===== config.mk =====
export PLATFORM = sky130hd
export DESIGN_NAME = lfsr_term_counter
export DESIGN_NICKNAME = d
export VERILOG_FILES = /design/src/rtl/lfsr_tc_pkg.sv /design/src/rtl/lfsr_tc_feedback.sv /design/src/rtl/lfsr_tc_match.sv /design/src/rtl/lfsr_tc_state.sv /design/src/rtl/lfsr_term_counter.sv
export SDC_FILE = /design/constraint.sdc
export NUM_CORES = 1
export LEC_CHECK = 0
export BUFFER_PORTS_ARGS = -buffer_cell sky130_fd_sc_hd__buf_2
export CAP_MARGIN = 20
export CORE_UTILIZATION = 37
export DETAILED_ROUTE_END_ITERATION = 10
export HOLD_SLACK_MARGIN = 0.06
export PLACE_DENSITY = 0.63
export SLEW_MARGIN = 20
export SYNTH_ARGS = -nofsm -noshare
export SYNTH_HDL_FRONTEND = slang
export SYNTH_HIERARCHICAL = 1
export SYNTH_SLANG_ARGS = --single-unit

===== constraint.sdc =====
create_clock -name clk -period 2.9 [get_ports clk]
set_input_delay 0.145 -clock clk [delete_from_list [all_inputs] [get_ports clk]]
set_output_delay 0.145 -clock clk [all_outputs]
set_load 0.01 [all_outputs]

===== src/rtl/lfsr_tc_pkg.sv =====
package lfsr_tc_pkg;

   // Next-state source chosen by the decision logic.
   typedef enum logic [1:0] {
      NS_HOLD = 2'd0,
      NS_ADV  = 2'd1,
      NS_ZERO = 2'd2
   } ns_sel_e;

endpackage


===== src/rtl/lfsr_tc_feedback.sv =====
module lfsr_tc_feedback #(
   parameter int WIDTH  = 10,
   parameter int TAP_HI = 10,
   parameter int TAP_LO = 7
) (
   input  logic [WIDTH-1:0] cur,
   output logic [WIDTH-1:0] adv
);
   localparam int HI_IDX = TAP_HI - 1;
   localparam int LO_IDX = TAP_LO - 1;

   logic fb;

   // XNOR feedback: all ones maps to all ones, so that is the lock-up state.
   assign fb = ~(cur[HI_IDX] ^ cur[LO_IDX]);

   for (genvar i = 0; i < WIDTH; i++) begin : g_stage
      if (i == 0) begin : g_head
         assign adv[i] = fb;
      end else begin : g_body
         assign adv[i] = cur[i-1];
      end
   end

endmodule


===== src/rtl/lfsr_tc_match.sv =====
module lfsr_tc_match
   import lfsr_tc_pkg::*;
#(
   parameter int WIDTH = 10
) (
   input  logic             clk,
   input  logic             rst,
   input  logic             en,
   input  logic [WIDTH-1:0] cur,
   input  logic [WIDTH-1:0] term_val,
   output logic             hit,
   output ns_sel_e          sel
);
   localparam logic [WIDTH-1:0] LOCK_PAT = {WIDTH{1'b1}};

   logic lock;
   logic eq;

   assign lock = (cur == LOCK_PAT);
   assign eq   = (cur == term_val);
   assign hit  = en & eq & ~lock;

   always_comb begin
      if (lock)      sel = NS_ZERO;
      else if (!en)  sel = NS_HOLD;
      else if (eq)   sel = NS_ZERO;
      else           sel = NS_ADV;
   end

   // a pulse only ever appears on an enabled cycle
   assert_pulse_needs_en_R5: assert property (@(posedge clk) disable iff (rst)
      hit |-> en);

   // the lock-up pattern always selects the zero load
   assert_lock_selects_zero_R7: assert property (@(posedge clk) disable iff (rst)
      (cur == LOCK_PAT) |-> (sel == NS_ZERO));

endmodule


===== src/rtl/lfsr_tc_state.sv =====
module lfsr_tc_state
   import lfsr_tc_pkg::*;
#(
   parameter int WIDTH = 10
) (
   input  logic             clk,
   input  logic             rst,
   input  ns_sel_e          sel,
   input  logic [WIDTH-1:0] adv,
   output logic [WIDTH-1:0] q
);
   logic [WIDTH-1:0] d;

   always_comb begin
      unique case (sel)
         NS_HOLD: d = q;
         NS_ADV:  d = adv;
         NS_ZERO: d = '0;
         default: d = '0;
      endcase
   end

   always_ff @(posedge clk) begin
      if (rst) q <= '0;
      else     q <= d;
   end

   // an advance takes the feedback network's value
   assert_adv_loaded_R3: assert property (@(posedge clk) disable iff (rst)
      (sel == NS_ADV) |=> (q == $past(adv)));

   // a hold keeps the register unchanged
   assert_hold_stable_R2: assert property (@(posedge clk) disable iff (rst)
      (sel == NS_HOLD) |=> $stable(q));

endmodule


===== src/rtl/lfsr_term_counter.sv =====
module lfsr_term_counter
   import lfsr_tc_pkg::*;
#(
   parameter int WIDTH  = 10,
   parameter int TAP_HI = 10,
   parameter int TAP_LO = 7
) (
   input  logic             clk,
   input  logic             rst,
   input  logic             en,
   input  logic [WIDTH-1:0] term_val,
   output logic [WIDTH-1:0] state,
   output logic             term_pulse
);
   localparam logic [WIDTH-1:0] ONES = {WIDTH{1'b1}};

   if (WIDTH < 3) begin : g_chk_w
      $error("lfsr_term_counter: WIDTH must be at least 3");
   end
   if (TAP_HI != WIDTH) begin : g_chk_hi
      $error("lfsr_term_counter: TAP_HI must equal WIDTH");
   end
   if (TAP_LO < 1 || TAP_LO >= TAP_HI) begin : g_chk_lo
      $error("lfsr_term_counter: TAP_LO must lie in 1..TAP_HI-1");
   end

   logic [WIDTH-1:0] adv;
   ns_sel_e          sel;
   logic             hit;

   lfsr_tc_feedback #(.WIDTH(WIDTH), .TAP_HI(TAP_HI), .TAP_LO(TAP_LO)) u_fb (
      .cur (state),
      .adv (adv)
   );

   lfsr_tc_match #(.WIDTH(WIDTH)) u_match (
      .clk      (clk),
      .rst      (rst),
      .en       (en),
      .cur      (state),
      .term_val (term_val),
      .hit      (hit),
      .sel      (sel)
   );

   lfsr_tc_state #(.WIDTH(WIDTH)) u_reg (
      .clk (clk),
      .rst (rst),
      .sel (sel),
      .adv (adv),
      .q   (state)
   );

   assign term_pulse = hit;

   // an enabled match reloads zero
   assert_reload_zero_R6: assert property (@(posedge clk) disable iff (rst)
      (en && state == term_val && state != ONES) |=> (state == '0));

   // escape from the lock-up pattern on the next edge
   assert_lock_escape_R7: assert property (@(posedge clk) disable iff (rst)
      (state == ONES) |=> (state == '0));

   // the pulse coincides with a match of the terminal pattern
   assert_pulse_match_R5: assert property (@(posedge clk) disable iff (rst)
      term_pulse |-> (state == term_val));

   // enable low holds a legal state
   assert_hold_port_R2: assert property (@(posedge clk) disable iff (rst)
      (!en && state != ONES) |=> $stable(state));

endmodule


* Yosys cells after proc, flatten, opt, wreduce, memory -nomap -nowiden
Cells that the tools add are included.
** Storage, ports and cells
- Bits in latches :: 0
- ROM bits :: 0
- RAM bits :: 0
- Bits of input ports :: 13
- Word-level logic and storage cells :: 14
- Memories :: 0
- Register bits :: 10
** Cells by class
- Add/sub/neg operators :: 0
- Multiply operators :: 0
- Bitwise operators :: 5
- Divide/modulo/power cells :: 0
- Shift-type cells :: 0
- Reductions and logical operators :: 1
- Order comparisons :: 0
- Equal/unequal tests :: 3
- Mux-type cells :: 4
** Operator list (count)
- case mux 10 bit (2 select lines) :: 1
- equality test 10 bit :: 1
- equality test 10 bit (second input constant) :: 1
- two-way mux 2 bit :: 3
- AND 1 bit :: 2
- equality test 2 x 1 -> 1 bit (second input constant) :: 1
- zero test 2 bit :: 1
- inverter 1 bit :: 2
- bitwise XOR 1 bit :: 1

* Longest topological paths before layout
- Depth after elaboration :: 6
- Depth in mapped cells :: 6
- Depth with buffers taken out :: 5

* Cells and area by module
The synthesis kept the hierarchy.
** By module, submodules not included
- lfsr_tc_state :: sequential area each 200.2 µm², instances 1, area each 362.8 µm², cells an instance 33
- lfsr_tc_match :: sequential area each 0.0 µm², instances 1, area each 171.4 µm², cells an instance 23
- lfsr_tc_feedback :: sequential area each 0.0 µm², instances 1, area each 83.8 µm², cells an instance 11

* Least setup slack after synthesis
OpenSTA, ideal clock, no wires.
- Path kind :: reg-to-reg
- Start point :: reg u_reg.q[6]
- End point :: reg u_reg.q[0]
- Stages on the path, launching flop included :: 7
- Arrival :: 1438 ps
- Data required time :: 2786 ps
- Slack :: 1348 ps
- Setup time :: 114 ps
- Path through :: dfxtp_1 > nand2_1 > o41a_1 > o31a_2 > buf_4 > mux2i_1 > nor2_1
** Between the ends
- Cells in the longest elaborated chain, start to end :: 6
- Elaborated cells on any way between the ends :: 10
- Those cells by class :: 3 x eq/ne; 4 x mux; 2 x bitwise; 1 x reduce/logical
** RTL lines
- start: declaration :: line lfsr_tc_state.sv:10 : output logic [WIDTH-1:0] q
- start signal: assignment :: line lfsr_tc_state.sv:24 : if (rst) q <= '0;
- start signal: assignment :: line lfsr_tc_state.sv:25 : else q <= d;
- equality test 10 bit :: line lfsr_tc_match.sv:20 : assign eq = (cur == term_val);
- two-way mux 2 bit :: line lfsr_tc_match.sv:26 : else if (eq) sel = NS_ZERO;
- two-way mux 2 bit :: line lfsr_tc_match.sv:25 : else if (!en) sel = NS_HOLD;
- two-way mux 2 bit * :: line lfsr_tc_match.sv:24 : if (lock) sel = NS_ZERO;
- named net sel[0] :: line lfsr_term_counter.sv:28 : ns_sel_e sel;
- equality test 2 x 1 -> 1 bit or zero test 2 bit (tied branches) :: line lfsr_tc_state.sv:15 : unique case (sel)
- case mux 10 bit (2 select lines) :: line lfsr_tc_state.sv:15
Mark *: on every way through the listed nets, which the timed path passes. The rest lies on a longest branch.
A chain may end at the register's enable or synchronous reset.

* Final worst setup path
- Start point :: reg u_reg.q[6]
- End point :: reg u_reg.q[1]
The elaborated chain is that of the path after synthesis.

==> out/metrics.cfg <==
[global_routing]
grtUsageTotal_pct=13.1
antenna_found_initial=0
gr-total-overflow=0
grt_max_degree=11
grt_pass1_wl_um=1770
grt_pass1_vias=419

[synthesis]
yosys_register_bits=10
ys_warn_count=6
syn_avg_cell_area_um2=9.23
postSynthCellCount=67
synth_area_um2=618
synth_cell_types=15
syn-num-nets=80
ys_seq_area_share_pct=32.4

[place]
dpl-instance-area_um2=659
place_congestion=0.758
io_buffer_count=23

[worst_setup_path]
setup.worst_path.start_class=register
critPathTopFamily=simple AND/OR/NAND/NOR gates
crit_chain=nand2_1 > or4_1 > o41ai_1 > or2_0 > nor2_1
end_kind=register
slowest_stage=or4_1
critical_path.max_stage_delay_ps=530
r2r_slack_ps=1050
crit_required_ps=3030
path_buf_inv=0
crit_arrival_ps=1980
worstSetupPathType=reg2reg
cp_max_fo=10

[die]
core-area_um2=1540
die_y_um=42.9
rows=14
pin_count=24
die_area_um2=1840
initial_core_util_pct=40.1
die_width_um=42.9

[power_and_ir_drop]
seqPwrFrac_pct=47.8
power.density_nw_per_um2=430
comb_power_share_pct=12.1
p_sw_uw=63.4
vdd_drop_max_mv=0.210
power.leakage_nw=0.315
p_clk_share_pct=40.0
p_int_uw=235
switching_share_pct=21.2

[hold_path]
worstHoldPathType=in2reg

[timing]
hold_viol=0
tightest_slew_ps=528
setup_viol_count_final=0
clock_skew_ps=2.80
rsz0062_at_grt=false
finalCriticalPeriod_ps=1850
slew_headroom_pct=64.8
setup-tns-final_ps=0
fmax_mhz=540
slew_violations=0
period_share_pct=63.9

[clock_tree]
ctsResizeCount=0
clk_latency_ps=250
clk_pin_slew_worst_paths_ps=60
cts-root-buf=clkbuf_4
numClockSinks=10
cts_buffers=3
cts.path.max_buffers=2
cts_max_level=1
cts_tree=built
ctsHoldBuffers=0
cts_setup_buffers=0

[final_layout]
final_cell_mix=23 x buf_2, 11 x xnor2_1, 10 x mux2i_1, 10 x nor2_1, 10 x dfxtp_1
drive_gt1_share_pct=34.1
top_register=u_reg/q
nets=96
reg.largest.list=u_reg/q: 10 flops
largest_reg_flops=10
layout_commonest_cell=buf_2
insertedDiodeCount=0
syn_to_final_growth_pct=12.6
n_fill_cell=164
finalInstanceArea_um2=696

[drt]
post_drt_wl_per_cell_um=11.2
drt_iter0_drc=11
drc=0
via_per_inst=4.94
vias=484
ant_nets=0
drt_first_pass_iters=4
wl_um=1100

[run]
drv_cap=0

[outcome]
status=finished clean

==> power groups by stage <==
stage	logic, mW	clock network (mW)	registers (mW)
after floorplan	0.0263	0	0.147
after global placement	0.0360	0	0.146
after detailed placement	0.0361	0	0.146
after CTS	0.0364	0.125	0.143
after global routing	0.0395	0.133	0.143
final	0.0363	0.120	0.143
==> worst register-to-register path, stage by stage (launching register included) <==
cell,delay [ps]
dfxtp_1,450
nand2_1,100
or4_1,530
o41ai_1,70
or2_0,480
nor2_1,100
==> area by class of cell <==
class                           count  area (µm²)  area share (%)
Inverter                            1        3.75           0.540
Sequential cell                    10         200            28.8
Timing Repair Buffer               23         115            16.5
Tap cell                           16        20.0            2.88
Multi-Input combinational cell     44         320            46.0
Clock buffer                        4        36.3            5.22
==> synthesized netlist by cell type, drive strengths merged <==
library cell   n  area share, %
o41ai          1            1.4
nand2          4            2.4
xnor2         11             16
dfxtp         10             32
nor4b          1            1.4
mux2i         10             16
or2            1            1.0
o41a           1            1.8
or4            1            1.2
buf           12             15
o31a           1            1.6
inv            1           0.61
nor2          10            6.1
nand4          3            3.0
==> metal layers <==
metal  GRT usage, %  routed length (µm)  part of all wire [%]
met1           17.6                 539                    49
met2           18.2                 472                    43
met3           4.26                  71                   6.5
met4           7.50                  13                   1.2
met5              0                   0                     0
==> per-stage QoR <==
| stage | hold WS, ps | utilization (%) | std cells | total power, mW | worst slack [ps] |
|---|---|---|---|---|---|
| after global routing | 562 | 45.1 | 98 | 0.315 | 877 |
| after detailed placement | 567 | 42.8 | 94 | 0.182 | 1060 |
| final | 529 | 45.1 | 98 | 0.299 | 1050 |
| after CTS | 529 | 45.1 | 98 | 0.304 | 1050 |
| after floorplan | 470 | - | 67 | 0.173 | 1350 |
| after global placement | 562 | 42.8 | 94 | 0.182 | 1110 |
==> kinds of logic after synthesis <==
| group | share of synthesized area [%] |
|---|---|
| DFF | 32.4 |
| and+or+nand+nor | 15.2 |
| muxes | 16.2 |
| AOI/OAI and AO/OA | 4.86 |
| buffers and inverters | 15.8 |
| xor gates and xnor gates | 15.6 |
==> worst paths after layout <==
path                                              start                 endpoint  cells past startpoint
worst min register to register  u_reg/q[2]$_SDFFE_PP0P_  u_reg/q[2]$_SDFFE_PP0P_                      2
worst max-delay path            u_reg/q[6]$_SDFFE_PP0P_  u_reg/q[1]$_SDFFE_PP0P_                      5
worst max register to register  u_reg/q[6]$_SDFFE_PP0P_  u_reg/q[1]$_SDFFE_PP0P_                      5
worst min-delay path                                rst  u_reg/q[9]$_SDFFE_PP0P_                      3
Note: power is estimated with default switching activity, not from simulation.
